[src/rtl/tmr_pkg.sv]
package tmr_pkg;
  localparam logic [1:0] SEL_COUNT  = 2'd0;
  localparam logic [1:0] SEL_CTRL_A = 2'd1;
  localparam logic [1:0] SEL_CTRL_B = 2'd2;
  localparam logic [1:0] SEL_STATUS = 2'd3;

  localparam int RUN_BIT  = 7;
  localparam int FAST_BIT = 4;
  localparam int IE_BIT   = 7;
  localparam int MRST_BIT = 3;
  localparam int FLAG_BIT = 7;
endpackage

[src/rtl/tmr_prescaler.sv]
module tmr_prescaler #(
  parameter int PSEL_W = 3
) (
  input  logic              clk,
  input  logic              rst,
  input  logic              run_i,
  input  logic [PSEL_W-1:0] psel_i,
  output logic              tick_o
);
  localparam int DIV_W = (1 << PSEL_W) - 1;

  logic [DIV_W-1:0] pre_q;
  logic [DIV_W-1:0] mask;

  always_comb begin
    for (int i = 0; i < DIV_W; i++) begin
      mask[i] = (i < int'(psel_i));
    end
  end

  assign tick_o = run_i && ((pre_q & mask) == mask);

  always_ff @(posedge clk) begin
    if (rst)        pre_q <= '0;
    else if (run_i) pre_q <= pre_q + 1'b1;
    else            pre_q <= '0;
  end


  tick_spacing_chk: assert property (@(posedge clk) disable iff (rst)
    (tick_o && psel_i != '0) ##1 (psel_i == $past(psel_i)) |-> !tick_o);


  stop_restart_chk: assert property (@(posedge clk) disable iff (rst)
    !run_i |=> (pre_q == '0));
endmodule

[src/rtl/tmr_count_core.sv]
module tmr_count_core #(
  parameter int CNT_W = 16
) (
  input  logic             clk,
  input  logic             rst,
  input  logic             tick_i,
  input  logic             match_en_i,
  input  logic [CNT_W-1:0] cmp_i,
  output logic [CNT_W-1:0] cnt_o,
  output logic             wrap_o
);
  logic match_hit;

  assign match_hit = match_en_i && (cnt_o == cmp_i);
  assign wrap_o    = tick_i && !match_hit && (&cnt_o);

  always_ff @(posedge clk) begin
    if (rst)              cnt_o <= '0;
    else if (tick_i) begin
      if (match_hit)      cnt_o <= '0;
      else                cnt_o <= cnt_o + 1'b1;
    end
  end


  match_zero_chk: assert property (@(posedge clk) disable iff (rst)
    (tick_i && match_en_i && cnt_o == cmp_i) |=> (cnt_o == '0));


  wrap_zero_chk: assert property (@(posedge clk) disable iff (rst)
    wrap_o |=> (cnt_o == '0));
endmodule

[src/rtl/tmr_ovf_flag.sv]
module tmr_ovf_flag (
  input  logic clk,
  input  logic rst,
  input  logic set_i,
  input  logic clr_i,
  output logic flag_o,
  output logic flag_nxt_o
);
  always_comb begin
    if (set_i)      flag_nxt_o = 1'b1;
    else if (clr_i) flag_nxt_o = 1'b0;
    else            flag_nxt_o = flag_o;
  end

  always_ff @(posedge clk) begin
    if (rst) flag_o <= 1'b0;
    else     flag_o <= flag_nxt_o;
  end


  set_wins_chk: assert property (@(posedge clk) disable iff (rst)
    set_i |=> flag_o);


  clear_takes_chk: assert property (@(posedge clk) disable iff (rst)
    (clr_i && !set_i) |=> !flag_o);
endmodule

[src/rtl/pfr_timer.sv]
module pfr_timer #(
  parameter int CNT_W  = 16,
  parameter int DATA_W = 16,
  parameter int PSEL_W = 3
) (
  input  logic              clk,
  input  logic              rst,
  input  logic [1:0]        bus_sel_i,
  input  logic              bus_wr_i,
  input  logic              bus_rd_i,
  input  logic [DATA_W-1:0] bus_wdata_i,
  output logic [DATA_W-1:0] bus_rdata_o,
  input  logic [CNT_W-1:0]  cmp7_val_i,
  output logic              irq_o
);
  import tmr_pkg::*;

  logic              run_q, fast_q, ie_q, mrst_q;
  logic [PSEL_W-1:0] psel_q;
  logic              tick, wrap, flag, flag_nxt;
  logic [CNT_W-1:0]  cnt;
  logic [DATA_W-1:0] cnt_ext, ctrl_a_rd, ctrl_b_rd, status_rd;
  logic              wr_a, wr_b, clr_w1c, clr_fast, ie_nxt;

  assign wr_a     = bus_wr_i && (bus_sel_i == SEL_CTRL_A);
  assign wr_b     = bus_wr_i && (bus_sel_i == SEL_CTRL_B);
  assign clr_w1c  = bus_wr_i && (bus_sel_i == SEL_STATUS) && bus_wdata_i[FLAG_BIT];
  assign clr_fast = bus_rd_i && (bus_sel_i == SEL_COUNT) && fast_q;
  assign ie_nxt   = wr_b ? bus_wdata_i[IE_BIT] : ie_q;

  always_ff @(posedge clk) begin
    if (rst) begin
      run_q  <= 1'b0;
      fast_q <= 1'b0;
      ie_q   <= 1'b0;
      mrst_q <= 1'b0;
      psel_q <= '0;
    end else begin
      if (wr_a) begin
        run_q  <= bus_wdata_i[RUN_BIT];
        fast_q <= bus_wdata_i[FAST_BIT];
      end
      if (wr_b) begin
        ie_q   <= bus_wdata_i[IE_BIT];
        mrst_q <= bus_wdata_i[MRST_BIT];
        psel_q <= bus_wdata_i[PSEL_W-1:0];
      end
    end
  end

  tmr_prescaler #(.PSEL_W(PSEL_W)) presc_i (
    .clk(clk), .rst(rst), .run_i(run_q), .psel_i(psel_q), .tick_o(tick)
  );

  tmr_count_core #(.CNT_W(CNT_W)) core_i (
    .clk(clk), .rst(rst), .tick_i(tick), .match_en_i(mrst_q),
    .cmp_i(cmp7_val_i), .cnt_o(cnt), .wrap_o(wrap)
  );

  tmr_ovf_flag flag_i (
    .clk(clk), .rst(rst), .set_i(wrap), .clr_i(clr_w1c || clr_fast),
    .flag_o(flag), .flag_nxt_o(flag_nxt)
  );

  always_comb begin
    cnt_ext              = '0;
    cnt_ext[CNT_W-1:0]   = cnt;
    ctrl_a_rd            = '0;
    ctrl_a_rd[RUN_BIT]   = run_q;
    ctrl_a_rd[FAST_BIT]  = fast_q;
    ctrl_b_rd            = '0;
    ctrl_b_rd[IE_BIT]    = ie_q;
    ctrl_b_rd[MRST_BIT]  = mrst_q;
    ctrl_b_rd[PSEL_W-1:0] = psel_q;
    status_rd            = '0;
    status_rd[FLAG_BIT]  = flag;
  end

  always_ff @(posedge clk) begin
    if (rst) begin
      bus_rdata_o <= '0;
      irq_o       <= 1'b0;
    end else begin
      irq_o <= flag_nxt && ie_nxt;
      if (bus_rd_i) begin
        case (bus_sel_i)
          SEL_COUNT:  bus_rdata_o <= cnt_ext;
          SEL_CTRL_A: bus_rdata_o <= ctrl_a_rd;
          SEL_CTRL_B: bus_rdata_o <= ctrl_b_rd;
          default:    bus_rdata_o <= status_rd;
        endcase
      end
    end
  end


  hold_when_stopped_chk: assert property (@(posedge clk) disable iff (rst)
    !run_q |=> $stable(cnt));


  irq_follows_flag_chk: assert property (@(posedge clk) disable iff (rst)
    irq_o == (flag && ie_q));


  count_read_chk: assert property (@(posedge clk) disable iff (rst)
    (bus_rd_i && bus_sel_i == SEL_COUNT) |=> (bus_rdata_o[CNT_W-1:0] == $past(cnt)));
endmodule

[config.mk]
export PLATFORM = sky130hd
export DESIGN_NAME = pfr_timer
export DESIGN_NICKNAME = d
export VERILOG_FILES = /design/src/rtl/tmr_pkg.sv /design/src/rtl/tmr_prescaler.sv /design/src/rtl/tmr_count_core.sv /design/src/rtl/tmr_ovf_flag.sv /design/src/rtl/pfr_timer.sv
export SDC_FILE = /design/constraint.sdc
export NUM_CORES = 1
export LEC_CHECK = 0
export BUFFER_PORTS_ARGS = -buffer_cell sky130_fd_sc_hd__buf_2
export CORE_MARGIN = 5
export CORE_UTILIZATION = 50
export DETAILED_ROUTE_END_ITERATION = 8
export PLACE_DENSITY_LB_ADDON = 0.2
export SYNTH_ARGS = -nofsm -noshare
export SYNTH_HDL_FRONTEND = slang
export SYNTH_HIERARCHICAL = 1
export SYNTH_SLANG_ARGS = --single-unit
[constraint.sdc]
create_clock -name clk -period 4.8 [get_ports clk]
set_input_delay 1.2 -clock clk [delete_from_list [all_inputs] [get_ports clk]]
set_output_delay 1.2 -clock clk [all_outputs]
set_load 0.03 [all_outputs]
# After elaboration in Yosys (flattened, before gate mapping)
# Index checks and enable logic that the tools add are counted.
# classes
n_addsub	2
magnitude_cmp	7
eq_ne	5
n_mux	5
n_bitwise	2
reduce_logical	16
# op_table
op	count
case mux 16 bit (3 select lines)	1
adder 16 x 1 -> 16 bit (second input constant)	1
== test 16 bit	1
2-to-1 mux 16 bit	1
AND reduction 16 bit	1
logical AND 1 bit	11
less-than comparator 3 bit (first input constant)	3
adder 7 x 1 -> 7 bit (second input constant)	1
bitwise AND 7 bit	1
== test 7 bit	1
less-than comparator 1 x 3 -> 1 bit (first input constant)	2
less-than comparator 2 x 3 -> 1 bit (first input constant)	2
== test 2 bit (second input constant)	2
2-to-1 mux 1 bit	3
== test 2 x 1 -> 1 bit (second input constant)	1
zero test 2 bit	1
OR reduction 2 bit	1
zero test 1 bit	1
logical OR 1 bit	1
NOT 1 bit	1
# totals
reg_bits	48
inputBits	38
output_inout_bits	17
wordCells	47

# Logic depth before layout (Yosys ltp)
# Gate-level depths: netlist of run 1.
# logic_depth
ltp_word	8
mapped_depth	11
mapped_depth_nobuf	9

# Hierarchy
# Netlist of run 1, hierarchy kept.
# modules_own_cells
mod	instances	cells_each	area_per_inst_um2	seq_area_each_um2
pfr_timer	1	104	989.7	480.5
tmr_count_core	1	113	985.9	320.3
tmr_prescaler	1	39	326.6	140.1
tmr_ovf_flag	1	5	50.0	20.0

# Worst setup path after synthesis of run 1
# No wires, ideal clock.
# synth_path
path_type	input to register
startpoint	input port cmp7_val_i[13]
endpoint	register core_i.cnt_o[10]
setup_ps	129
arrival_time_ps	2258
required_time_ps	4671
setup_slack_ps	2413
stages	5
path_buffers	0
path_cell_list	xor2_1 nor4_2 nand3_2 o31ai_4 nor2_1
# synth_via
elab_chain_len	3
# synth_rtl
element	line_no	text
start, declared	pfr_timer.sv:13	input logic [CNT_W-1:0] cmp7_val_i,
== test 16 bit	tmr_count_core.sv:14	assign match_hit = match_en_i && (cnt_o == cmp_i);
logical AND 1 bit	tmr_count_core.sv:14	
2-to-1 mux 16 bit	tmr_count_core.sv:20	if (match_hit) cnt_o <= '0;
end signal, assigned	tmr_count_core.sv:21	else cnt_o <= cnt_o + 1'b1;
end, declared	tmr_count_core.sv:9	output logic [CNT_W-1:0] cnt_o,
# No other way between the ends.
# A chain may end at the register's enable or synchronous reset.

# Worst setup path after layout of run 1
# layout_path
startpoint	input port bus_rd_i
endpoint	register irq_o
# layout_via
elab_chain_len	6
# layout_rtl
element	line_no	text
start, declared	pfr_timer.sv:10	input logic bus_rd_i,
logical AND 1 bit (2 in series)	pfr_timer.sv:28	assign clr_fast = bus_rd_i && (bus_sel_i == SEL_COUNT) && fast_q;
logical OR 1 bit	pfr_timer.sv:61	.clk(clk), .rst(rst), .set_i(wrap), .clr_i(clr_w1c || clr_fast),
2-to-1 mux 1 bit	tmr_ovf_flag.sv:11	else if (clr_i) flag_nxt_o = 1'b0;
2-to-1 mux 1 bit	tmr_ovf_flag.sv:10	if (set_i) flag_nxt_o = 1'b1;
named net flag_nxt	pfr_timer.sv:20	logic tick, wrap, flag, flag_nxt;
logical AND 1 bit	pfr_timer.sv:84	irq_o <= flag_nxt && ie_nxt;
end signal, assigned	pfr_timer.sv:84	
end, declared	pfr_timer.sv:14	output logic irq_o
# The timed path passes the listed nets, and every way through them passes these cells.

==> flow_summary_export.csv, run 1 <==
group,metric,value,unit
critical_path,reg2regPathDepth,9,
die,io_pins,55,
sta,max_freq,408,MHz
pwr,sequentialPowerShare,57.9,%
grt,grt_usage,17.3,%
place,hpwl,3740,um
grt,grt_start_max_net_pins,35,
routing,postRouteAntennaNets,0,
yosys,synth_cell_types,43,
die,placementRows,25,
sta,maxSlewViolCount,0,
critical_path,worstPathArrival,2.62,ns
critical_path,timing.rr.end,"core_i/cnt_o[9]",
clock_tree,ctsHoldBuffers,0,
die,die_y,78.6,um
clock_tree,cts_root_buf,"clkbuf_8",
sta,worst_pin_slew,0.657,ns
sta,fin_crit,2.45,ns
finish,antennaDiodeCount,0,
yosys,syn_inst,261,
critical_path,crit_fanout,19,
pwr,p_switching,159,uW
sta,worst_clock_skew,0.0137,ns
place,pre_cts_slack,2.02,ns
clock_tree,cts_resized,0,
yosys,ys_ff_latch,48,
die,dieWidth,78.6,um
die,core-area,4630,um2
pwr,powerDensity,259,nW/um2
critical_path,required,4.97,ns
routing,drc_errors,0,
grt,grt_pass1_vias,1771,
critical_path,crit_path_end_kind,"flip-flop",
pwr,p_sw_share,22.8,%
routing,met1_length,2390,um
die,initial_core_util,50.8,%
yosys,ys_warn_count,6,
routing,drt-vias-per-instance,5.28,
pwr,power.internal,539,uW
clock_tree,cts_inserted_buffers,5,
sta,hold_viol_final,0,
yosys,yosysSeqAreaShare,40.9,%
sta,setup_violations,0,
finish,fillCellCount,440,
routing,met2_length,2250,um
pwr,combPwrFrac,6.9,%
finish,layout_commonest_cell,"dfxtp_1",
min_path,min_from,"bus_rdata_o[4]",
sta,rsz0062_at_grt,"no",
yosys,syn_area,2350,um2
place,place_congestion,0.758,
routing,drt_wl_total,4990,um
grt,grt_antenna_before_repair,0,
sta,setup_ws,2.35,ns
min_path,holdCritPathClass,"flip-flop to flip-flop",
min_path,min_path_cells,2,
run,drv_cap,0,
clock_tree,clk_path_buf_depth,2,
clock_tree,cts.clk_slew.worst_paths,0.09,ns
yosys,avgSynthCellArea,9.01,um2
routing,routed-via-count,1892,
sta,fin_crit_sh,51.1,%
pwr,pwr-share-clk,35.2,%
critical_path,rr_startpoint,"presc_i/pre_q[2]",
clock_tree,clkLatencyLatePin,0.30,ns
die,die_area,6180,um2
outcome,status,"complete, no violations",
pwr,power_leakage,0.00114,uW
clock_tree,cts_sinks,48,
min_path,min_to,"bus_rdata_o[4]",
routing,wire_per_inst,13.9,um
finish,area_delta_synth_final,14.3,%
place,portBuffers,44,
critical_path,criticalPathCategory,"input port to flip-flop",
clock_tree,htree_num_levels,2,
critical_path,r2r_slack,2.49,ns
grt,grt-ovfl-total,0,
place,place_inst,350,
routing,routed.top_layer,"met4",
sta,fin_tns_setup,0,ns
routing,wl_met3,289,um
finish,final_layout_size_suffix_gt1_share,23.7,%
finish,layout_common_cells,"dfxtp_1 (48), buf_2 (44), nor2_1 (42), xor2_1 (24), a21oi_1 (19)",
finish,nNetsFinal,343,
finish,fin_cells,358,
critical_path,startpoint_type,"input port",
sta,holdWs,0.479,ns
pwr,ir_drop,191,uV
routing,firstDrtPassIters,4,
clock_tree,cts_setup_buffers,0,
routing,first_iter_violations,95,
grt,grt_pass1_wl,8560,um
clock_tree,cts_tree,"done",
sta,slew_headroom,56.0,%
yosys,syn_nets,301,
-- how the worst max path moves through the flow --
stage | from | endpoint | cells after the start | slack [ns]
2_1_floorplan | cmp7_val_i[13] | core_i/cnt_o[10] | 5 | 2.41
3_3_place_gp | bus_rd_i | irq_o | 7 | 2.02
3_5_place_dp | bus_rd_i | irq_o | 7 | 2.02
4_1_cts | bus_rd_i | irq_o | 7 | 2.34
5_1_grt | bus_rd_i | irq_o | 7 | 2.16
6_report | bus_rd_i | irq_o | 7 | 2.35
-- through the flow --
| step | instance area (um2) | util [%] | total power (uW) |
|---|---|---|---|
| final | 2690 | 58.1 | 698 |
| after global routing | 2690 | 58.1 | 729 |
| after CTS | 2690 | 58.1 | 709 |
| after detailed placement | 2590 | 56.1 | 462 |
| after global placement | 2590 | 56.1 | 461 |
| after floorplan | 2350 | - | 442 |
-- layout make-up --
type | count | area, um2 | share of cell area, %
flip-flops and latches | 48 | 961 | 35.7
well taps | 54 | 67.6 | 2.51
clock buffers | 7 | 86.3 | 3.21
repair buffers | 45 | 228 | 8.47
inverters | 7 | 26.3 | 0.977
clock inverters | 1 | 7.51 | 0.279
multi-input cells | 196 | 1310 | 48.8
-- per-layer routing --
layer | GRT usage (%) | vias to the layer above
met2 | 26.6 | 43
met4 | 5.24 | 0
met3 | 4.01 | 7
met5 | 0 | -
met1 | 23.9 | 867
li1 | - | 975
-- logic make-up after synthesis --
group | synth area share [%]
AND/OR/NAND/NOR | 27.6
flip-flops | 40.9
AO/OA/AOI/OAI | 8.35
XOR/XNOR | 10.8
buffers and inverters | 3.35
multiplexers | 8.03
adder cells (fa/ha/maj) | 1.06
-- cell usage after synthesis (all sizes together) --
cell	n	area (um2)
dfxtp	48	961
nor2	42	158
xor2	24	210
a21oi	20	104
nand2	18	67.6
nor2b	14	87.6
mux2i	11	110
nand3	8	55.1
nor4	8	68.8
inv	7	26.3
buf	6	37.5
and4	5	43.8
mux2	5	56.3
nand4	5	31.3
o21ai	5	25.0
xnor2	5	43.8
clkbuf	4	15.0
and3	3	18.8
nand2b	3	26.3
nand3b	3	26.3
nor3	3	25.0
ha	2	25.0
nor3b	2	20.0
o211ai	2	15.0
a21o	1	7.51
a221oi	1	15.0
a311oi	1	8.76
and2	1	6.26
and2b	1	7.51
mux4	1	22.5
o31ai	1	21.3
or3	1	6.26
-- sequential cells by signal (all words and copies together) (netlist names), 3 cells and up --
| signal | flops |
|---|---|
| core_i/cnt_o | 16 |
| bus_rdata_o | 16 |
| presc_i/pre_q | 7 |
| psel_q | 3 |
-- worst max-delay path: stages --
cell      delay, ns
buf_2          0.29
nor3b_2        0.63
nand2_1        0.13
nand2_1        0.08
nand2b_4       0.12
nand2_1        0.05
nor3b_1        0.13
-- power groups by stage --
| stage | Clock (uW) | Combinational (uW) | Sequential, uW |
|---|---|---|---|
| 2_1_floorplan | 0 | 29.2 | 413 |
| 3_3_place_gp | 0 | 48.1 | 413 |
| 3_5_place_dp | 0 | 48.6 | 413 |
| 4_1_cts | 256 | 48.9 | 404 |
| 5_1_grt | 271 | 54.0 | 405 |
| 6_report | 246 | 48.2 | 404 |
(Power assumes the default switching activity.)
==> run 2, diff against run 1 <==
Settings changed: CORE_UTILIZATION 50 to 48.
Clock period 4.8 ns to 2.1 ns, I/O delays scaled along.
==> run 2 against run 1 <==
  * Worst setup slack lost 2.3 ns
  * Utilization grew 2.8 points
  * Routed wire length grew 9.0%
  * Sequential share of layout area shrank 2.1 points
  * Largest cell class unchanged
  * Final cell count grew 8.7%
  * First-iteration DRC count grew 7.4%
  * Total power grew 140%
  * Register-to-register slack lost 2.4 ns
  * Critical endpoint is now core_i/cnt_o[13]
  * Cell area grew 7.6%
  * Highest routed layer unchanged
  * Global-route usage grew 0.81 points
  * Count of clock-buffer cells in the layout shrank 1
  * Combinational power grew to 2.5 times the previous value
==> flow_summary_export.csv, run 2 (synthesized netlist as in run 1, its figures left out) <==
group,metric,value,unit
outcome,status,"complete, no violations",
place,place_congestion,0.772,
routing,routed-via-count,2001,
grt,grt_pass1_wl,8990,um
finish,final_layout_size_suffix_gt1_share,31.4,%
pwr,power_leakage,0.00127,uW
grt,grt_start_max_net_pins,26,
pwr,power,1700,uW
finish,post-route-util,60.8,%
sta,slew_headroom,67.2,%
critical_path,path_cells,"inv_2 -> o21ai_1 -> a21o_1 -> a221oi_2 -> nand4_1 -> nor3_4 -> buf_4 -> nand2_2 -> xor2_1 -> nor2_1",
routing,postRouteAntennaNets,0,
finish,largestRegisters,"bus_rdata_o x16, core_i/cnt_o x16, presc_i/pre_q x7",
clock_tree,cts_setup_buffers,0,
routing,wire_per_inst,14.0,um
routing,drt_wl_total,5440,um
sta,setup_ws,0.0887,ns
die,dieWidth,80.0,um
pwr,powerDensity,588,nW/um2
sta,worst_clock_skew,0.00635,ns
clock_tree,ctsHoldBuffers,0,
die,initial_core_util,49.5,%
finish,layout_common_cells,"buf_2 (44), nor2_1 (42), dfxtp_1 (42), xor2_1 (24), a21oi_1 (19)",
finish,antennaDiodeCount,0,
sta,max_freq,497,MHz
sta,setup_violations,0,
clock_tree,cts.clk_slew.worst_paths,0.09,ns
sta,worst_pin_slew,0.492,ns
place,portBuffers,44,
place,pre_cts_slack,0.0279,ns
place,hpwl,4060,um
run,drv_cap,0,
die,placementRows,25,
critical_path,criticalPathCategory,"flip-flop to flip-flop",
sta,fin_crit_sh,95.8,%
critical_path,required,2.28,ns
sta,hold_viol_final,0,
critical_path,crit_fanout,4,
die,die_area,6400,um2
pwr,ir_drop,439,uV
finish,area_delta_synth_final,23.0,%
die,io_pins,55,
critical_path,slowest_stage,"a221oi_2",
critical_path,crit_buf_inv,2,
critical_path,startpoint_type,"flip-flop",
finish,fin_cells,389,
grt,grt_usage,18.1,%
die,core-area,4750,um2
critical_path,max_stage_delay,0.34,ns
sta,maxSlewViolCount,0,
critical_path,cp_top_family,"simple AND/OR/NAND/NOR gates",
finish,nNetsFinal,361,
grt,grt-ovfl-total,0,
clock_tree,clk_path_buf_depth,2,
clock_tree,cts_sinks,48,
clock_tree,cts_inserted_buffers,5,
place,place_inst,381,
clock_tree,htree_num_levels,2,
sta,rsz0062_at_grt,"yes",
clock_tree,clkLatencyLatePin,0.30,ns
critical_path,r2r_slack,0.09,ns
grt,grt_pass1_vias,1897,
clock_tree,cts_tree,"done",
routing,firstDrtPassIters,5,
die,die_y,80.0,um
min_path,holdCritPathClass,"flip-flop to flip-flop",
critical_path,worstPathArrival,2.19,ns
finish,layout_commonest_cell,"buf_2",
sta,fin_crit,2.01,ns
routing,drt-vias-per-instance,5.14,
grt,grt_antenna_before_repair,0,
routing,first_iter_violations,102,
routing,drc_errors,0,
critical_path,crit_path_end_kind,"flip-flop",
clock_tree,cts_root_buf,"clkbuf_8",
run 2: worst register-to-register path: cells and delay by family, from the launching register on:
| kind | cells | cell delay (ns) |
|---|---|---|
| buffers and inverters | 2 | 0.22 |
| and+or+nand+nor | 4 | 0.64 |
| xor gates and xnor gates | 1 | 0.15 |
| AOI/OAI and AO/OA | 3 | 0.56 |
| DFF | 1 | 0.33 |
run 2: metal layers:
layer	vias to the layer above	global-route usage, %	wire (um)
li1	1011	-	-
met5	-	0	0
met3	5	4.18	297
met1	933	25.0	2570
met2	52	27.5	2500
met4	0	6.25	72
run 2: path summary, 6_finish.rpt:
| path | endpoint | start | cells past startpoint |
|---|---|---|---|
| max | core_i/cnt_o[13] | psel_q[2] | 10 |
| min | presc_i/pre_q[0] | presc_i/pre_q[0] | 1 |
| max reg2reg | core_i/cnt_o[13] | psel_q[2] | 10 |
| min reg2reg | presc_i/pre_q[0] | presc_i/pre_q[0] | 1 |
run 2: layout make-up:
cell class,instances,area (um2)
Tap cell,67,83.8
Sequential cell,48,973
Inverter,7,26.3
Timing Repair Buffer,63,367
Fill cell,450,1860
Clock inverter,2,35.0
Multi-Input combinational cell,196,1340
Clock buffer,6,72.6
run 2: where the power goes:
part	leakage [uW]	switching, uW	internal (uW)	total (uW)
Sequential	0.000391	5.73	914	919
Clock	0.0000552	306	354	660
Combinational	0.000823	68.3	53.2	121
Total	0.00127	380	1320	1700
run 2: what timing repair did:
item                                    in CTS  in global routing
endpoints found under the hold margin        0                  0
gates resized for setup                      0                 17
endpoints found under the setup margin       0                 16
run 2: stage by stage:
stage / setup TNS (ns) / hold WS, ns / instance area (um2)
floorplan: 0 / 0.434 / 2350
global placement: 0 / 0.459 / 2750
detailed placement: 0 / 0.464 / 2750
CTS: 0 / 0.447 / 2850
global route: -0.0220 / 0.454 / 2890
finish: 0 / 0.442 / 2890
